--- src/rtl/rsecc_pkg.sv ---
// Shared constants for the Reed-Solomon ECC register front-end.
// Assumes a 32-bit register file addressed in bytes.
package rsecc_pkg;
    localparam int REG_W     = 32;
    localparam int PAR_BYTES = 9;
    localparam int PAR_W     = PAR_BYTES * 8;
    localparam int PAR_WORDS = (PAR_BYTES + 3) / 4;
    localparam int NFLAGS    = 5;
    localparam int CNT_W     = 3;

    // word indices (byte address / 4)
    localparam int W_CTRL = 0;
    localparam int W_DATA = 1;
    localparam int W_PAR  = 2;
    localparam int W_STAT = 5;
    localparam int W_IMSK = 6;
    localparam int W_REC  = 7;

    // control bit positions
    localparam int CB_EN   = 0;
    localparam int CB_RST  = 1;
    localparam int CB_RS   = 2;
    localparam int CB_ENC  = 3;
    localparam int CB_PRDY = 4;

    // status bit positions
    localparam int SB_ERR   = 0;
    localparam int SB_UNCOR = 1;
    localparam int SB_ENC   = 2;
    localparam int SB_DEC   = 3;
    localparam int SB_PAD   = 4;
    localparam int SB_CNT   = 29;

    // parity an encode yields for a page of all 0xFF, byte 0 in the low bits
    localparam logic [PAR_W-1:0] ERASED_PARITY = 72'h6F_B7_FF_8B_F4_58_90_9D_CD;

    typedef struct packed {
        logic prdy;
        logic enc;
        logic rs;
        logic rst;
        logic en;
    } ctrl_t;
endpackage

--- src/rtl/rsecc_ctrl.sv ---
// Control register and run sequencer.
// Holds enable/RS/encode/parity-ready, a one-cycle reset pulse that arms
// a single run, and the busy state between core_start and core_done.
// Assumes the core answers each start with exactly one core_done.
module rsecc_ctrl
    import rsecc_pkg::*;
(
    input  logic        clk,
    input  logic        rst_n,
    input  logic        wr_en,
    input  logic [4:0]  wr_bits,
    input  logic        core_done,
    output ctrl_t       ctrl_q,
    output logic        rst_pulse,
    output logic        start,
    output logic        done_evt
);
    logic en_q, rs_q, enc_q, prdy_q, rst_pend, armed, busy;

    // register fields, self-clearing reset, arming and busy tracking
    always_ff @(posedge clk) begin
        if (!rst_n) begin
            en_q     <= 1'b0;
            rs_q     <= 1'b0;
            enc_q    <= 1'b0;
            prdy_q   <= 1'b0;
            rst_pend <= 1'b0;
            armed    <= 1'b0;
            busy     <= 1'b0;
        end else begin
            if (wr_en) begin
                en_q   <= wr_bits[CB_EN];
                rs_q   <= wr_bits[CB_RS];
                enc_q  <= wr_bits[CB_ENC];
                prdy_q <= wr_bits[CB_PRDY];
            end
            if (rst_pend)
                prdy_q <= 1'b0;
            rst_pend <= wr_en & wr_bits[CB_RST];
            if (wr_en && wr_bits[CB_RST])
                armed <= 1'b1;
            else if (start)
                armed <= 1'b0;
            if (rst_pend)
                busy <= 1'b0;
            else if (start)
                busy <= 1'b1;
            else if (done_evt)
                busy <= 1'b0;
        end
    end

    // start once armed, reset settled, enabled, and parity present for decode
    always_comb begin
        start    = armed && !rst_pend && !busy && en_q && (enc_q || prdy_q);
        done_evt = core_done && busy;
        ctrl_q   = '{prdy: prdy_q, enc: enc_q, rs: rs_q, rst: rst_pend, en: en_q};
    end

    assign rst_pulse = rst_pend;


    rst_selfclr_chk: assert property (@(posedge clk) disable iff (!rst_n)
        (rst_pend && !wr_en) |=> (!rst_pend && !prdy_q));

    dec_gate_chk: assert property (@(posedge clk) disable iff (!rst_n)
        (start && !enc_q) |-> prdy_q);

    start_single_chk: assert property (@(posedge clk) disable iff (!rst_n)
        start |=> !start);
endmodule

--- src/rtl/rsecc_parity.sv ---
// Nine-byte parity window.
// Each byte is written by its bus lane or loaded from the core at the end
// of an encode; an erased-page parity is replaced by all 0xFF.
module rsecc_parity
    import rsecc_pkg::*;
#(
    parameter int WSEL_W = 2
) (
    input  logic              clk,
    input  logic              rst_n,
    input  logic              wr_en,
    input  logic [WSEL_W-1:0] wr_word,
    input  logic [3:0]        wr_be,
    input  logic [REG_W-1:0]  wr_data,
    input  logic              cap,
    input  logic [PAR_W-1:0]  cap_data,
    output logic [PAR_W-1:0]  window
);
    logic [PAR_W-1:0] cap_fixed;

    // substitute the erased-page pattern
    always_comb cap_fixed = (cap_data == ERASED_PARITY) ? {PAR_W{1'b1}} : cap_data;

    for (genvar b = 0; b < PAR_BYTES; b++) begin : g_byte
        localparam int WRD  = b / 4;
        localparam int LANE = b % 4;
        // one parity byte: core capture has priority over bus write
        always_ff @(posedge clk) begin
            if (!rst_n)
                window[8*b +: 8] <= 8'h00;
            else if (cap)
                window[8*b +: 8] <= cap_fixed[8*b +: 8];
            else if (wr_en && (int'(wr_word) == WRD) && wr_be[LANE])
                window[8*b +: 8] <= wr_data[8*LANE +: 8];
        end
    end


    erased_sub_chk: assert property (@(posedge clk) disable iff (!rst_n)
        (cap && cap_data == ERASED_PARITY) |=> (window == {PAR_W{1'b1}}));
endmodule

--- src/rtl/rsecc_status.sv ---
// Status flags, corrected-error count, interrupt mask, error records, irq.
// Assumes done_evt is already qualified by the sequencer's busy state.
module rsecc_status
    import rsecc_pkg::*;
#(
    parameter int NUM_REC = 4,
    parameter int REC_IW  = 2
) (
    input  logic                          clk,
    input  logic                          rst_n,
    input  logic                          clr,
    input  logic                          done_evt,
    input  logic                          enc_mode,
    input  logic                          core_err,
    input  logic                          core_uncor,
    input  logic [CNT_W-1:0]              core_cnt,
    input  logic                          pad,
    input  logic                          imsk_we,
    input  logic [NFLAGS-1:0]             imsk_wd,
    input  logic                          rec_clr,
    input  logic                          rec_we,
    input  logic [REC_IW-1:0]             rec_idx,
    input  logic [REG_W-1:0]              rec_wd,
    output logic [NFLAGS-1:0]             flags,
    output logic [CNT_W-1:0]              cnt,
    output logic [NFLAGS-1:0]             imsk,
    output logic [NUM_REC-1:0][REG_W-1:0] recs,
    output logic                          irq
);
    logic [NFLAGS-1:0] set_v;

    // flags raised this cycle by the core
    always_comb begin
        set_v = '0;
        set_v[SB_PAD] = pad;
        if (done_evt) begin
            set_v[SB_ENC]   = enc_mode;
            set_v[SB_DEC]   = !enc_mode;
            set_v[SB_ERR]   = !enc_mode && core_err;
            set_v[SB_UNCOR] = !enc_mode && core_uncor;
        end
    end

    // flags and count: clear on zero write, new events still land
    always_ff @(posedge clk) begin
        if (!rst_n) begin
            flags <= '0;
            cnt   <= '0;
        end else begin
            flags <= (clr ? '0 : flags) | set_v;
            if (done_evt && !enc_mode)
                cnt <= core_cnt;
            else if (clr)
                cnt <= '0;
        end
    end

    // interrupt mask register
    always_ff @(posedge clk) begin
        if (!rst_n)
            imsk <= '0;
        else if (imsk_we)
            imsk <= imsk_wd;
    end

    for (genvar r = 0; r < NUM_REC; r++) begin : g_rec
        // one error record: cleared by run reset, loaded by the core
        always_ff @(posedge clk) begin
            if (!rst_n || rec_clr)
                recs[r] <= '0;
            else if (rec_we && (int'(rec_idx) == r))
                recs[r] <= rec_wd;
        end
    end

    // masked interrupt
    assign irq = |(flags & imsk);


    zero_clear_chk: assert property (@(posedge clk) disable iff (!rst_n)
        (clr && !done_evt && !pad) |=> (flags == '0 && cnt == '0));

    flag_hold_chk: assert property (@(posedge clk) disable iff (!rst_n)
        (!clr && !done_evt && !pad) |=> ($stable(flags) && $stable(cnt)));

    rec_clear_chk: assert property (@(posedge clk) disable iff (!rst_n)
        (rec_clr && !rec_we) |=> (recs[0] == '0));
endmodule

--- src/rtl/rsecc_regfront.sv ---
// Reed-Solomon ECC register front-end: bus decode, read mux and data port.
// Assumes a single-cycle write bus with combinational read data.
module rsecc_regfront
    import rsecc_pkg::*;
#(
    parameter int NUM_REC = 4,
    parameter int ADDR_W  = 8,
    localparam int REC_IW = (NUM_REC > 1) ? $clog2(NUM_REC) : 1
) (
    input  logic              clk,
    input  logic              rst_n,
    input  logic [ADDR_W-1:0] bus_addr,
    input  logic              bus_we,
    input  logic [3:0]        bus_be,
    input  logic [REG_W-1:0]  bus_wdata,
    output logic [REG_W-1:0]  bus_rdata,
    output logic              irq,
    output logic              core_start,
    output logic              core_encode,
    output logic              core_rs_mode,
    output logic [PAR_W-1:0]  core_par_out,
    output logic              core_data_vld,
    output logic [REG_W-1:0]  core_data,
    input  logic              core_done,
    input  logic              core_pad_done,
    input  logic              core_err,
    input  logic              core_uncor,
    input  logic [CNT_W-1:0]  core_err_cnt,
    input  logic [PAR_W-1:0]  core_par_in,
    input  logic              core_rec_we,
    input  logic [REC_IW-1:0] core_rec_idx,
    input  logic [REG_W-1:0]  core_rec_data
);
    localparam int WA_W   = ADDR_W - 2;
    localparam int WSEL_W = (PAR_WORDS > 1) ? $clog2(PAR_WORDS) : 1;

    logic [WA_W-1:0]   word;
    logic              in_par, in_rec;
    logic [WSEL_W-1:0] par_sel;
    logic [REC_IW-1:0] rec_sel;
    logic              wr_ctrl, wr_par, wr_imsk, clr_stat, wr_data;
    logic              unused_lo;

    ctrl_t                         ctrl_q;
    logic                          rst_pulse, done_evt;
    logic [PAR_W-1:0]              window;
    logic [32*PAR_WORDS-1:0]       win_ext;
    logic [NFLAGS-1:0]             flags, imsk;
    logic [CNT_W-1:0]              cnt;
    logic [NUM_REC-1:0][REG_W-1:0] recs;

    // address decode into word regions
    always_comb begin
        word      = bus_addr[ADDR_W-1:2];
        unused_lo = ^bus_addr[1:0];
        in_par    = (int'(word) >= W_PAR) && (int'(word) < W_PAR + PAR_WORDS);
        in_rec    = (int'(word) >= W_REC) && (int'(word) < W_REC + NUM_REC);
        par_sel   = WSEL_W'(int'(word) - W_PAR);
        rec_sel   = REC_IW'(int'(word) - W_REC);
        wr_ctrl   = bus_we && (int'(word) == W_CTRL) && bus_be[0];
        wr_imsk   = bus_we && (int'(word) == W_IMSK) && bus_be[0];
        wr_par    = bus_we && in_par;
        wr_data   = bus_we && (int'(word) == W_DATA);
        clr_stat  = bus_we && (int'(word) == W_STAT) && (bus_wdata == '0);
    end

    rsecc_ctrl u_ctrl (
        .clk       (clk),
        .rst_n     (rst_n),
        .wr_en     (wr_ctrl),
        .wr_bits   (bus_wdata[4:0]),
        .core_done (core_done),
        .ctrl_q    (ctrl_q),
        .rst_pulse (rst_pulse),
        .start     (core_start),
        .done_evt  (done_evt)
    );

    rsecc_parity #(.WSEL_W(WSEL_W)) u_parity (
        .clk      (clk),
        .rst_n    (rst_n),
        .wr_en    (wr_par),
        .wr_word  (par_sel),
        .wr_be    (bus_be),
        .wr_data  (bus_wdata),
        .cap      (done_evt && ctrl_q.enc),
        .cap_data (core_par_in),
        .window   (window)
    );

    rsecc_status #(.NUM_REC(NUM_REC), .REC_IW(REC_IW)) u_status (
        .clk        (clk),
        .rst_n      (rst_n),
        .clr        (clr_stat),
        .done_evt   (done_evt),
        .enc_mode   (ctrl_q.enc),
        .core_err   (core_err),
        .core_uncor (core_uncor),
        .core_cnt   (core_err_cnt),
        .pad        (core_pad_done),
        .imsk_we    (wr_imsk),
        .imsk_wd    (bus_wdata[NFLAGS-1:0]),
        .rec_clr    (rst_pulse),
        .rec_we     (core_rec_we),
        .rec_idx    (core_rec_idx),
        .rec_wd     (core_rec_data),
        .flags      (flags),
        .cnt        (cnt),
        .imsk       (imsk),
        .recs       (recs),
        .irq        (irq)
    );

    // data word handed to the core the cycle after the write
    always_ff @(posedge clk) begin
        if (!rst_n) begin
            core_data_vld <= 1'b0;
            core_data     <= '0;
        end else begin
            core_data_vld <= wr_data;
            if (wr_data)
                core_data <= bus_wdata;
        end
    end

    // read multiplexer
    always_comb begin
        win_ext   = {{(32*PAR_WORDS-PAR_W){1'b0}}, window};
        bus_rdata = '0;
        if (int'(word) == W_CTRL)
            bus_rdata[4:0] = ctrl_q;
        else if (in_par)
            bus_rdata = win_ext[32*int'(par_sel) +: 32];
        else if (int'(word) == W_STAT)
            bus_rdata = {cnt, {(REG_W-CNT_W-NFLAGS){1'b0}}, flags};
        else if (int'(word) == W_IMSK)
            bus_rdata[NFLAGS-1:0] = imsk;
        else if (in_rec)
            bus_rdata = recs[rec_sel];
    end

    assign core_encode  = ctrl_q.enc;
    assign core_rs_mode = ctrl_q.rs;
    assign core_par_out = window;


    irq_src_chk: assert property (@(posedge clk) disable iff (!rst_n)
        irq |-> (flags != '0));

    data_vld_chk: assert property (@(posedge clk) disable iff (!rst_n)
        core_data_vld |-> $past(bus_we));
endmodule

--- config.mk ---
export PLATFORM = sky130hd
export DESIGN_NAME = rsecc_regfront
export DESIGN_NICKNAME = d
export VERILOG_FILES = /design/src/rtl/rsecc_pkg.sv /design/src/rtl/rsecc_ctrl.sv /design/src/rtl/rsecc_parity.sv /design/src/rtl/rsecc_status.sv /design/src/rtl/rsecc_regfront.sv
export SDC_FILE = /design/constraint.sdc
export NUM_CORES = 1
export LEC_CHECK = 0
export CORE_AREA = 3 3 116 174
export CTS_CLUSTER_DIAMETER = 50
export DETAILED_ROUTE_END_ITERATION = 6
export DIE_AREA = 0 0 119 177
export DONT_BUFFER_PORTS = 1
export PLACE_DENSITY = 0.88
export SLEW_MARGIN = 20
export SYNTH_ARGS = -nofsm -noshare
export SYNTH_HDL_FRONTEND = slang
export SYNTH_SLANG_ARGS = --single-unit
--- constraint.sdc ---
create_clock -name clk -period 5.9 [get_ports clk]
set_input_delay 0.885 -clock clk [delete_from_list [all_inputs] [get_ports clk]]
set_output_delay 0.885 -clock clk [all_outputs]
set_load 0.02 [all_outputs]
==> impl_results.md <==
* Mapped cell area at 12000 um2
* Clk sink count at 253
* TritonCTS clock tree: done
* Slowest stage delay, CP at 0.49 ns
* DRC Markers at 0
* Clk pwr share at 42.4%
* First-pass GRT wire length at 58400 um
* Internal power at 2590 uW
* Gr busiest metal: met2
* Top cell type's share of synthesized area at 42.4%
* Routed via count at 10600
* Final Max Tran Viols at 0
* Yosys warnings at 0
* CP Depth at 9
* Max_cap viols at 0
* H-tree depth at 1
* CP Buf/Inv Count at 3
* Met1 Use GR at 40.0%
* Starting Density at 63.9%
* Final period util at 72.6%
* Worst Tran Pin Value at 1.10 ns
* Wirelength per Cell at 25.1 um
* Vias in the first global route at 9975
* Hold crit path type: flop to flop
* Critical-path maximum fanout at 63
* Peak VDD IR at 0.293 mV
* Sequential power share at 52.3%
* Worst setup EP type: output pin
* Sequential cell area at 5060 um2
* RR Endpoint: u_parity.window[49]
* Most common cell in the netlist: nand2_1
* Root buf cell: clkbuf_16
* Worst path slowest cell: nor3_2
* R2r worst-path depth at 5
* Instance area at placement at 12000 um2
* Critical Path AT at 3.40 ns
* Hold Worst Slack at 0.453 ns
* Setup TNS at 0 ns
* GRT Util Overall at 35.1%
* Clock Skew at 0.00788 ns
* Power Density at 265 nW/um2
* Nets at 1451
* Vias per cell at 6.83
* Dominant synthesized flop cell: dfxtp_1
* Critical path's top delay family: simple AND/OR/NAND/NOR gates
* Largest net degree at the start of global routing at 125
* Num rows at 61
* Mapped Cells at 1358
* Die W at 119 um
* Sw frac at 23.1%
* Synth unique cells at 50
* Crit path kind: input port to output pin
* Lkg Pwr at 0.00503 uW
* Post-DRT Antenna Nets at 0
* Met2 Track Usage GR at 57.3%
* HPWL Detailed at 27300 um
* WHS Endpoint: u_status.recs[30]
* Hold-fix buffers, CTS at 0
* Number of fillers in the final layout at 1444
* Area growth, synth to finish at 6.23%
* R2R Path Start: u_ctrl.enc_q
* Fmax at 0.233 GHz
* Async set-reset flop share out of synthesis at 0%
* Min-delay src: u_status.recs[30]
* Drt total wl at 39100 um
* Initial DRC Count at 1248
* Syn_area_per_cell at 8.80 um2
* Clock Path Buffers at 3
* Worst Hold Path Cells at 2
* Switching pwr at 779 uW
* Final Cell Area at 12700 um2
* Post-synth top area cell: dfxtp_1
* Die span in y at 177 um
* Postcts setup bufs at 0
* Reg2Reg Setup Slack at 3.46 ns
* Synth cell count leaders: 414 x nand2_1, 253 x dfxtp_1, 139 x a21oi_1
* Fin crit period at 4.28 ns
* Critical path, cell by cell: inv_1 > ha_1 > nor3_2 > nor3b_1 > buf_4 > nor4_2 > buf_4 > a22oi_1 > nor2_1
* RePlAce Congestion at 1.00
* RSZ-0062 raised after global routing: no
* Die footprint at 21100 um2
* Max transition margin at 26.4%
* I/O Buffers at 0
* Core Area at 18700 um2
* CP required at 5.02 ns
* Post-synth EDFFs at 0
* Sequential-to-total area share from yosys stat at 42.4%
* Clk slew on worst S/H paths at 0.06 ns
* DRT Pass-1 Iters at 6
* Count of final setup violators at 0
* #FFs+latches synth at 253
* Hold Violations, Final at 0
* Clk_lat worst skew at 0.51 ns
* Outcome: finished, final reports clean
* Ratio of cells with drive above 1 in the final layout at 13.8%
* Met3 Track Usage GR at 10.9%
* Post-CTS resize count at 0
* Crit path top cell by count: buf_4
* Area of the multi-input gates at 6500 um2
* Worst setup SP type: input port
* Inserted Clock Buffers at 23
* Initial antenna violation count at 1
* Comb power frac at 5.3%
* Total global routing overflow at 0
* Synth top area cells: dfxtp_1 42%, nand2_1 13%, mux4_2 6.0%
* IO Pins at 302
* Synthesized net count at 1524
layer usage:
| metal | vias to the layer above | wire [um] |
|---|---|---|
| li1 | 4663 | - |
| met1 | 4970 | 12900 |
| met2 | 800 | 18700 |
| met3 | 188 | 4740 |
| met4 | 0 | 2770 |
| met5 | - | 0 |
flip-flops by register name, summed over array words and instances, names as in the netlist:
name / flops
core_data: 32
core_data_vld: 1
u_ctrl.armed: 1
u_ctrl.busy: 1
u_ctrl.en_q: 1
u_ctrl.enc_q: 1
u_ctrl.prdy_q: 1
u_ctrl.rs_q: 1
u_ctrl.rst_pulse: 1
u_parity.window: 72
u_status.cnt: 3
u_status.flags: 5
u_status.imsk: 5
u_status.recs: 128
worst min-delay path, stage by stage (launching register included):
cell	delay, ns
dfxtp_1	0.31
nand2_1	0.05
a21oi_1	0.05
layout by cell type, fill, tap and decap left out, drive strengths merged, types with 4 or more instances in the layout:
cell,count
nor2b,15
clkbuf,34
a21boi,35
and3,6
or2,4
dfxtp,253
nand2,414
buf,13
a21oi,139
o31ai,5
o21ai,8
nor2,27
clkinv,6
a221oi,13
nor3b,4
mux2i,42
o221a,28
nor4,11
inv,4
o211a,44
nor3,9
nor4b,8
a22oi,25
mux2,57
nand3,22
nand4,10
mux4,32
nand4b,5
ha,5
per-stage QoR:
stage	utilization, %	std cells	power, uW	worst slack [ns]
2_1_floorplan	-	1358	1950	0.933
3_3_place_gp	64.1	1512	1970	1.68
3_5_place_dp	64.1	1512	1970	1.67
4_1_cts	67.8	1553	3360	1.63
5_1_grt	67.9	1555	3440	1.45
6_report	67.9	1555	3370	1.62
power by group through the flow:
stage | logic, uW | clock network (uW) | registers, uW
floorplan | 162 | 0 | 1790
global placement | 172 | 0 | 1790
detailed placement | 176 | 0 | 1800
CTS | 177 | 1430 | 1760
global route | 194 | 1490 | 1760
finish | 179 | 1430 | 1760
area by class of cell:
class                   instances  area share [%]
flip-flops and latches        253            39.9
multi-input cells             991            51.2
diodes                          2          0.0394
inverters                       3          0.0887
clock buffers                  34            5.17
repair buffers                 13           0.769
well taps                     252            2.48
clock inverters                 7           0.335
cell families after synthesis:
kind of cell	after synthesis	synth area share [%]
simple gates	554	20.4
fa+ha+maj	5	0.523
mux	131	15.0
buf+inv	114	3.68
flops	253	42.4
compound gates	301	18.0
how the worst max path moves through the flow:
stage	from	end	slack [ns]
3_3_place_gp	bus_addr[2]	bus_rdata[26]	1.68
6_report	bus_addr[2]	bus_rdata[26]	1.62
3_5_place_dp	bus_addr[2]	bus_rdata[26]	1.67
4_1_cts	bus_addr[2]	bus_rdata[25]	1.63
5_1_grt	bus_addr[2]	bus_rdata[12]	1.45
2_1_floorplan	bus_addr[2]	bus_rdata[28]	0.93
Power figures use the tool's default switching activity.
